$ cat config.mk
export PLATFORM = sky130hd
export DESIGN_NAME = cmd_bus_bridge
export DESIGN_NICKNAME = d
export VERILOG_FILES = /design/src/rtl/cbb_pkg.sv /design/src/rtl/cbb_parser.sv /design/src/rtl/cbb_bus_port.sv /design/src/rtl/cbb_resp_tx.sv /design/src/rtl/cmd_bus_bridge.sv
export SDC_FILE = /design/constraint.sdc
export NUM_CORES = 1
export LEC_CHECK = 0
export BUFFER_PORTS_ARGS = -buffer_cell sky130_fd_sc_hd__buf_4
export CAP_MARGIN = 20
export CORE_ASPECT_RATIO = 1.25
export CORE_MARGIN = 1.5
export CORE_UTILIZATION = 52
export CTS_BUF_LIST = sky130_fd_sc_hd__clkbuf_2
export CTS_CLUSTER_SIZE = 24
export DETAILED_ROUTE_END_ITERATION = 16
export PLACE_DENSITY = 0.78
export SETUP_SLACK_MARGIN = 0.05
export SYNTH_ARGS = -nofsm -noshare
export SYNTH_HDL_FRONTEND = slang
export SYNTH_SLANG_ARGS = --single-unit
$ cat constraint.sdc
create_clock -name clk -period 1.95 [get_ports clk]
set_input_delay 0.39 -clock clk [delete_from_list [all_inputs] [get_ports clk]]
set_output_delay 0.39 -clock clk [all_outputs]
set_load 0.02 [all_outputs]
$ cat src/rtl/cbb_pkg.sv
package cbb_pkg;
  localparam logic [7:0] CH_WR = 8'h77;
  localparam logic [7:0] CH_RD = 8'h72;
  localparam logic [7:0] CH_SP = 8'h20;
  localparam logic [7:0] CH_CR = 8'h0D;
  localparam logic [7:0] CH_LF = 8'h0A;

  typedef enum logic [2:0] {
    P_IDLE, P_W_SEP, P_W_DATA, P_W_ADDR, P_R_SEP, P_R_ADDR
  } parse_st_t;

  typedef enum logic [1:0] {B_IDLE, B_WAIT, B_SAMPLE} bus_st_t;

  function automatic logic hex_is_digit(input logic [7:0] c);
    return (c >= 8'h30 && c <= 8'h39) || (c >= 8'h61 && c <= 8'h66) ||
           (c >= 8'h41 && c <= 8'h46);
  endfunction

  function automatic logic [3:0] hex_value(input logic [7:0] c);
    logic [7:0] v;
    if (c <= 8'h39)      v = c - 8'h30;
    else if (c >= 8'h61) v = c - 8'h57;
    else                 v = c - 8'h37;
    return v[3:0];
  endfunction

  function automatic logic [7:0] nib_to_ascii(input logic [3:0] n);
    return (n < 4'd10) ? (8'h30 + {4'd0, n}) : (8'h57 + {4'd0, n});
  endfunction
endpackage

$ cat src/rtl/cbb_parser.sv
module cbb_parser
  import cbb_pkg::*;
#(
  parameter int ADDR_W = 8,
  parameter int DATA_W = 8
) (
  input  logic              clk,
  input  logic              rst,
  input  logic [7:0]        byte_in,
  input  logic              byte_vld,
  input  logic              accept,
  output logic              cmd_go,
  output logic              cmd_rd,
  output logic [ADDR_W-1:0] cmd_addr,
  output logic [DATA_W-1:0] cmd_data
);
  parse_st_t   st;
  logic        seen;
  logic        take, is_dig, is_sp, is_cr;
  logic [3:0]  dig;

  assign take   = byte_vld && accept;
  assign is_dig = hex_is_digit(byte_in);
  assign dig    = hex_value(byte_in);
  assign is_sp  = (byte_in == CH_SP);
  assign is_cr  = (byte_in == CH_CR);

  always_ff @(posedge clk or posedge rst) begin
    if (rst) begin
      st       <= P_IDLE;
      seen     <= 1'b0;
      cmd_go   <= 1'b0;
      cmd_rd   <= 1'b0;
      cmd_addr <= '0;
      cmd_data <= '0;
    end else begin
      cmd_go <= 1'b0;
      if (take) begin
        case (st)
          P_IDLE: begin
            if (byte_in == CH_WR)      st <= P_W_SEP;
            else if (byte_in == CH_RD) st <= P_R_SEP;
          end
          P_W_SEP, P_R_SEP: begin
            if (is_sp) begin
              st       <= (st == P_W_SEP) ? P_W_DATA : P_R_ADDR;
              seen     <= 1'b0;
              cmd_data <= (st == P_W_SEP) ? '0 : cmd_data;
              cmd_addr <= '0;
            end else st <= P_IDLE;
          end
          P_W_DATA: begin
            if (is_dig) begin
              cmd_data <= {cmd_data[DATA_W-5:0], dig};
              seen     <= 1'b1;
            end else if (is_sp && seen) begin
              st   <= P_W_ADDR;
              seen <= 1'b0;
            end else st <= P_IDLE;
          end
          P_W_ADDR, P_R_ADDR: begin
            if (is_dig) begin
              cmd_addr <= {cmd_addr[ADDR_W-5:0], dig};
              seen     <= 1'b1;
            end else if (is_cr && seen) begin
              cmd_go <= 1'b1;
              cmd_rd <= (st == P_R_ADDR);
              st     <= P_IDLE;
            end else st <= P_IDLE;
          end
          default: st <= P_IDLE;
        endcase
      end
    end
  end

  AST_GO_AFTER_CR: assert property (@(posedge clk) disable iff (rst)
    cmd_go |-> $past(byte_vld && byte_in == CH_CR)) else $error("go without CR");
endmodule

$ cat src/rtl/cbb_bus_port.sv
module cbb_bus_port
  import cbb_pkg::*;
#(
  parameter int ADDR_W = 8,
  parameter int DATA_W = 8
) (
  input  logic              clk,
  input  logic              rst,
  input  logic              cmd_go,
  input  logic              cmd_rd,
  input  logic [ADDR_W-1:0] cmd_addr,
  input  logic [DATA_W-1:0] cmd_data,
  input  logic              bus_gnt,
  output logic              bus_req,
  output logic              bus_wr,
  output logic              bus_rd,
  output logic [ADDR_W-1:0] bus_addr,
  output logic [DATA_W-1:0] bus_wdata,
  output logic              rd_done,
  output logic              busy
);
  bus_st_t st;
  logic    is_rd;
  logic    fire;

  assign fire    = (st == B_WAIT) && bus_gnt;
  assign bus_req = (st != B_IDLE);
  assign bus_wr  = fire && !is_rd;
  assign bus_rd  = fire && is_rd;
  assign rd_done = (st == B_SAMPLE);
  assign busy    = (st != B_IDLE);

  always_ff @(posedge clk or posedge rst) begin
    if (rst) begin
      st        <= B_IDLE;
      is_rd     <= 1'b0;
      bus_addr  <= '0;
      bus_wdata <= '0;
    end else begin
      case (st)
        B_IDLE: if (cmd_go) begin
          st        <= B_WAIT;
          is_rd     <= cmd_rd;
          bus_addr  <= cmd_addr;
          bus_wdata <= cmd_data;
        end
        B_WAIT:   if (fire) st <= is_rd ? B_SAMPLE : B_IDLE;
        B_SAMPLE: st <= B_IDLE;
        default:  st <= B_IDLE;
      endcase
    end
  end

  AST_STROBE_NEEDS_GNT: assert property (@(posedge clk) disable iff (rst)
    (bus_wr || bus_rd) |-> (bus_req && bus_gnt)) else $error("strobe w/o grant");
  AST_STROBE_EXCL: assert property (@(posedge clk) disable iff (rst)
    !(bus_wr && bus_rd)) else $error("both strobes");
  AST_ONE_ACCESS: assert property (@(posedge clk) disable iff (rst)
    (bus_wr || bus_rd) |=> !(bus_wr || bus_rd)) else $error("strobe > 1 cycle");
  AST_RD_SAMPLE: assert property (@(posedge clk) disable iff (rst)
    bus_rd |=> (rd_done && bus_req)) else $error("no sample after read");
  AST_GO_WHEN_IDLE: assert property (@(posedge clk) disable iff (rst)
    cmd_go |-> !busy) else $error("command while busy");
endmodule

$ cat src/rtl/cbb_resp_tx.sv
module cbb_resp_tx
  import cbb_pkg::*;
#(
  parameter int DATA_W = 8
) (
  input  logic              clk,
  input  logic              rst,
  input  logic              load,
  input  logic [DATA_W-1:0] value,
  input  logic              tx_busy,
  output logic [7:0]        tx_byte,
  output logic              tx_valid,
  output logic              active
);
  localparam int NDIG   = DATA_W / 4;
  localparam int NBYTES = NDIG + 2;
  localparam int IW     = $clog2(NBYTES);
  localparam logic [IW-1:0] LAST = IW'(NBYTES - 1);

  logic [DATA_W-1:0] shadow;
  logic [IW-1:0]     idx;
  logic              sent;

  assign tx_valid = active && !tx_busy;
  assign sent     = tx_valid;

  always_comb begin
    logic [DATA_W-1:0] sh;
    sh = shadow >> (4 * (NDIG - 1 - int'(idx)));
    if (int'(idx) < NDIG)      tx_byte = nib_to_ascii(sh[3:0]);
    else if (int'(idx) == NDIG) tx_byte = CH_CR;
    else                        tx_byte = CH_LF;
  end

  always_ff @(posedge clk or posedge rst) begin
    if (rst) begin
      shadow <= '0;
      idx    <= '0;
      active <= 1'b0;
    end else if (load) begin
      shadow <= value;
      idx    <= '0;
      active <= 1'b1;
    end else if (sent) begin
      idx <= idx + 1'b1;
      if (idx == LAST) active <= 1'b0;
    end
  end

  AST_TX_RESPECTS_BUSY: assert property (@(posedge clk) disable iff (rst)
    tx_valid |-> !tx_busy) else $error("tx while busy");
  AST_HOLD_BYTE: assert property (@(posedge clk) disable iff (rst)
    (active && tx_busy && !load) |=> $stable(tx_byte)) else $error("byte changed");
  AST_LOAD_IDLE: assert property (@(posedge clk) disable iff (rst)
    load |-> !active) else $error("load during reply");
endmodule

$ cat src/rtl/cmd_bus_bridge.sv
module cmd_bus_bridge
  import cbb_pkg::*;
#(
  parameter int ADDR_W = 8,
  parameter int DATA_W = 8
) (
  input  logic              clk,
  input  logic              rst,
  input  logic [7:0]        rx_byte,
  input  logic              rx_valid,
  output logic [7:0]        tx_byte,
  output logic              tx_valid,
  input  logic              tx_busy,
  output logic              bus_req,
  input  logic              bus_gnt,
  output logic [ADDR_W-1:0] bus_addr,
  output logic [DATA_W-1:0] bus_wdata,
  output logic              bus_wr,
  output logic              bus_rd,
  input  logic [DATA_W-1:0] bus_rdata
);
  logic              cmd_go, cmd_rd, rd_done, bus_busy, resp_active, accept;
  logic [ADDR_W-1:0] cmd_addr;
  logic [DATA_W-1:0] cmd_data;

  assign accept = !bus_busy && !resp_active && !cmd_go;

  cbb_parser #(.ADDR_W(ADDR_W), .DATA_W(DATA_W)) u_parse (
    .clk(clk), .rst(rst), .byte_in(rx_byte), .byte_vld(rx_valid), .accept(accept),
    .cmd_go(cmd_go), .cmd_rd(cmd_rd), .cmd_addr(cmd_addr), .cmd_data(cmd_data)
  );

  cbb_bus_port #(.ADDR_W(ADDR_W), .DATA_W(DATA_W)) u_bus (
    .clk(clk), .rst(rst), .cmd_go(cmd_go), .cmd_rd(cmd_rd), .cmd_addr(cmd_addr),
    .cmd_data(cmd_data), .bus_gnt(bus_gnt), .bus_req(bus_req), .bus_wr(bus_wr),
    .bus_rd(bus_rd), .bus_addr(bus_addr), .bus_wdata(bus_wdata),
    .rd_done(rd_done), .busy(bus_busy)
  );

  cbb_resp_tx #(.DATA_W(DATA_W)) u_resp (
    .clk(clk), .rst(rst), .load(rd_done), .value(bus_rdata), .tx_busy(tx_busy),
    .tx_byte(tx_byte), .tx_valid(tx_valid), .active(resp_active)
  );

  AST_RESET_QUIET: assert property (@(posedge clk)
    rst |-> !(bus_req || bus_wr || bus_rd || tx_valid)) else $error("active in reset");
endmodule

Word level (Yosys, flattened, before mapping)
Index checks and enable logic that the tools add are counted. W data, S select, Z words.

Flip-flop bits (word level): 52. Word-level logic and storage cells: 128. Output and inout bits: 28. Input port bits: 21.

Shifts and indexed selects: 1. Magnitude comparators: 8. Reduce and logical (&&, ||, !) cells: 37. Bitwise logic cells: 1. $add $sub $neg: 7. Equal/unequal tests: 23. Muxes and demuxes: 38.

Operator list (number): $mux W8 (7); $pmux W8 S2 (2); $shr A8 B32 Y4 (1); $mux W3 (7); $eq A8 B7 Y1 const B (2); $ge A8 B7 Y1 const B (2); $le A8 B7 Y1 const B (2); $logic_and A1 B1 Y1 (12); $mux W2 (6); $pmux W3 S4 (1); $reduce_and A4 Y1 (3); $mux W1 (11); $ne A2 B1 Y1 const B (5); $reduce_and A5 Y1 (2); $reduce_bool A2 Y1 (5); $add A7 B4 Y8 const A (1); $eq A8 B4 Y1 const B (1); $eq A8 B6 Y1 const B (1); $ge A8 B6 Y1 const B (1); $le A8 B6 Y1 const B (1); $mux W4 (2); $sub A4 B3 Y4 const B (2); $add A6 B4 Y7 const A (1); $eq A2 B2 Y1 const B (3); other kinds (21) (34).

Logic depth before layout (Yosys ltp)
Word-level depth: 7. Mapped depth: 8. Depth with buffers taken out: 7.

Cells and area by module
A second synthesis with hierarchy kept.

Cells, all modules: 253. Area total of the unflattened synthesis: 2851.5 sq um.

By module, submodules not included: cbb_parser (area an instance 1382.6 sq um, cells each 137, sequential area each 550.5 sq um, instances 1); cbb_bus_port (area an instance 765.7 sq um, cells each 49, sequential area each 475.5 sq um, instances 1); cbb_resp_tx (area an instance 693.2 sq um, cells each 66, sequential area each 275.3 sq um, instances 1); cmd_bus_bridge (area an instance 10.0 sq um, cells each 1, sequential area each 0.0 sq um, instances 1).

Least setup slack after synthesis
OpenSTA, ideal clock, no wires.

Path type: reg-to-output. Start: reg u_resp.idx[0]. End: out tx_byte[2]. Buffers on the path: 1. Data arrival time: 2091 ps. Data required time: 1560 ps. Stages on the path, launching flop included: 7. Setup slack: -531 ps. Cell sequence: dfrtp_1 > clkbuf_1 > mux2_2 > nand2_1 > ha_1 > nand2_1 > o311ai_0.

Longest elaborated chain between the ends: 5. Elaborated cells on any way between the ends: 10. Those cells by class: 3 x add/sub; 2 x order compare; 1 x eq/ne; 1 x shift; 3 x mux.

RTL lines: start, declared (RTL line cbb_resp_tx.sv:21) `logic [IW-1:0] idx;`; start signal, assigned (RTL line cbb_resp_tx.sv:45) `idx <= idx + 1'b1;`; $sub A1 B2 Y3 (RTL line cbb_resp_tx.sv:29) `sh = shadow >> (4 * (NDIG - 1 - int'(idx)));`; $shr A8 B32 Y4 (RTL line cbb_resp_tx.sv:29); $add A7 B4 Y8, or another cell as far along (RTL line cbb_pkg.sv:28) `return (n < 4'd10) ? (8'h30 + {4'd0, n}) : (8'h57 + {4'd0, n});`; $mux W8 (RTL line cbb_pkg.sv:28); $mux W8 (*) (RTL line cbb_resp_tx.sv:30) `if (int'(idx) < NDIG) tx_byte = nib_to_ascii(sh[3:0]);`; end, declared (RTL line cmd_bus_bridge.sv:11) `output logic [7:0] tx_byte,`.

Mark *: on every way between the ends. The rest lies on a longest branch, timed or not.

Final worst setup path
Start: reg u_resp.idx[0]. End: out tx_byte[1].

Same word-level chain as after synthesis.

==> metrics.md <==
| Metric | Value |
|---|---|
| Status | `finished with violations` |
| Failing checks | `setup timing` |
| DP Wirelength | `4440 microns` |
| Dominant cell type by area after synthesis | `dfrtp_1` |
| CP Launch Type | `register` |
| Clock period minus worst slack | `2450 ps` |
| Yosys top cell area share | `48.3%` |
| Fin util | `73.1%` |
| Detailed Route WL | `~6000 microns` |
| Vias per cell | `5.45` |
| Most frequent cells in the layout | `buf_4 (89), dfrtp_1 (50), mux2_2 (27)` |
| Die H | `around 83 microns` |
| VDD IR max | `about 0.00031 V` |
| Max-cap violations | `0` |
| Skew final | `31.9 ps` |
| Initial Util | `53.4%` |
| Synth warn | `0` |
| Setup Crit Path Kind | `register to primary output` |
| Most common cell after layout, fill and taps aside | `buf_4` |
| Core Region | `0.00504 sq mm` |
| Dominant synthesized flop cell | `dfrtp_1` |
| Clock slew at reported path FFs | `approximately 240 ps` |
| Antenna diode count | `0` |
| Die width | `roughly 67 microns` |
| Sequential fraction of the synthesis area | `between 40% and 50%` |
| IO buf count | `47` |
| Final setup vio count | `7` |
| TritonRoute pass-1 iters | `4` |
| Synth Instances | `approximately 240` |
| CTS tree | `done` |
| CTS max path bufs | `2` |
| Mapped Area | `between 0.002 and 0.003 sq mm` |
| Tightest Hold Check Type | `primary input to register` |
| Sequential standard cell area | `0.00130 sq mm` |
| PnR worst setup slack | `-502 ps` |
| Final net count | `roughly 370` |
| Largest net degree at the start of global routing | `23` |
| Cell leakage power | `0.00183 uW` |
| Synth area leaders | `dfrtp_1 (48%), mux2_2 (11%), mux2i_1 (3.3%), ha_1 (3.3%), inv_1 (3.1%)` |
| Final hold violations | `0` |
| Worst Path Max Fanout | `5` |
| Endpoint type of the worst setup path | `primary output` |
| GRT Total Usage | `between 20% and 30%` |
| Row count | `29` |
| Post-synth EDFFs | `0` |
| Vias in the first global route | `2135` |
| Cell Count, Final, Fillers Out | `between 400 and 500` |
| Die Area | `0.00562 sq mm` |
| Htree depth | `2` |
| Global-route wire length before repair | `9360 microns` |
| Routability cong. | `0.918` |
| Final period util | `126%` |
| DRC Markers | `0` |
| Worst skew pair latency | `about 420 ps` |
| Initial antenna violation count | `0` |
| WL/cell | `about 15 microns` |
| FFs w/ async S/R, synth | `100%` |
| Syn_nets | `~270` |
| Multi-input gate area | `between 0.001 and 0.0015 sq mm` |
| Via count | `2184` |
| PwrDens | `487 mW/mm^2` |
| WP data required | `about 1600 ps` |
| Place WS | `-312 ps` |
| Final number of max-transition violations | `0` |
| Clk sinks | `52` |
| Detail Route Antenna Nets | `0` |
| Gr ovfl total | `0` |
| Area Growth Syn to Fin | `36.9%` |
| Synth cell types | `52` |
| CP arrival | `approximately 2100 ps` |
| RSZ-0062 raised after global routing | `true` |
| CTS root buf | `clkbuf_2` |
| Share of cells above drive strength 1 | `49.0%` |
| Synthesized flop and latch total | `52` |
| 1st-iter DRT viols | `85` |
| Avg Inst Size Synth | `11.1 sq um` |
| IO Pins | `49` |
| # placed instances | `388` |
| Filler cell count | `between 300 and 400` |
| Cts bufs inserted | `5` |
| FMAX | `408 MHz` |
==> metrics by stage <==
step / total power (uW) / setup TNS, ps / cell area, sq um / hold WS [ps]
2_1_floorplan: 1210 / -264 / 2780 / 475
3_3_place_gp: 1300 / -1630 / 3500 / 441
3_5_place_dp: 1310 / -2180 / 3500 / 448
4_1_cts: 1810 / -2350 / 3630 / 154
5_1_grt: 1870 / -3250 / 3690 / 146
6_report: 1800 / -2710 / 3690 / 174
==> state kept, by name, indices dropped and copies added (netlist names) <==
register,cells
u_resp.shadow,8
u_parse.cmd_data,8
u_parse.st,3
u_bus.bus_addr,8
u_resp.idx,2
u_bus.is_rd,1
u_parse.cmd_addr,8
u_bus.st,2
u_parse.seen,1
u_resp.active,1
u_parse.cmd_go,1
u_bus.bus_wdata,8
u_parse.cmd_rd,1
==> layer usage <==
metal	GRT usage (%)	vias up	wire (microns)
met4	6.68	0	98
met1	27.1	1067	2530
met5	0	-	0
li1	-	1048	-
met2	37.9	59	3330
met3	2.70	10	230
==> path summary, 6_finish.rpt <==
path                       cells past startpoint                        from  slack (ps)                         endpoint
setup / recovery                               6   u_resp.idx[0]$_DFFE_PP0P_        -500                       tx_byte[1]
hold / removal                                 2                bus_rdata[5]         170     u_resp.shadow[5]$_DFFE_PP0P_
setup reg to reg                               6   u_resp.active$_DFFE_PP0P_         -10  u_parse.cmd_addr[5]$_DFFE_PP0P_
min in group asynchronous                      3                         rst         550     u_resp.shadow[2]$_DFFE_PP0P_
max in group asynchronous                      4                         rst         770    u_bus.bus_addr[6]$_DFFE_PP0P_
hold reg to reg                                1  u_parse.cmd_rd$_DFFE_PP0P_         520          u_bus.is_rd$_DFFE_PP0P_
==> what timing repair did <==
item / in CTS / in global routing
gates resized for setup: 10 / 12
setup buffers: 4 / 3
endpoints found under the setup margin: 14 / 20
pin swaps: 6 / 5
endpoints found under the hold margin: 20 / 0
hold buffers: 1 / 0
==> area by class of cell <==
type,count,area share [%]
multi-input combinational,160,37.4
sequential,52,35.3
timing repair buffer,99,21.4
inverter,22,2.24
tap,62,2.10
clock inverter,1,0.814
clock buffer,5,0.678
==> power breakdown <==
group          leakage [uW]  switching, uW  internal (uW)
sequential         0.000660           7.75           1090
combinational       0.00114           99.7           93.0
clock             0.0000349            302            204
==> critical path: stages, from the launching register on <==
cell	delay (ps)
dfrtp_2	520
mux2i_1	160
nor2_1	220
inv_2	90
ha_4	250
a221oi_4	230
buf_6	150
==> logic make-up after synthesis <==
logic type | count (synthesis) | share of synthesized area, %
flip-flops | 52 | 48.3
other | 1 | 0.139
buffers and inverters | 31 | 4.78
XOR/XNOR | 7 | 2.28
AO/OA/AOI/OAI | 36 | 9.75
multiplexers | 41 | 17.3
AND/OR/NAND/NOR | 68 | 14.2
adder cells (fa/ha/maj) | 7 | 3.25
==> synth_stat cells, drive strengths merged, types with 4 or more instances <==
cell    number
o22ai        7
nand2       14
nand3        8
dfrtp       52
o21ai        5
a21oi        4
xnor2        5
mux2i        9
ha           7
nand4        5
clkbuf       5
nor2        17
nor3         5
mux2        32
buf          4
inv         22
No activity file was read; power rests on OpenSTA's default activity.
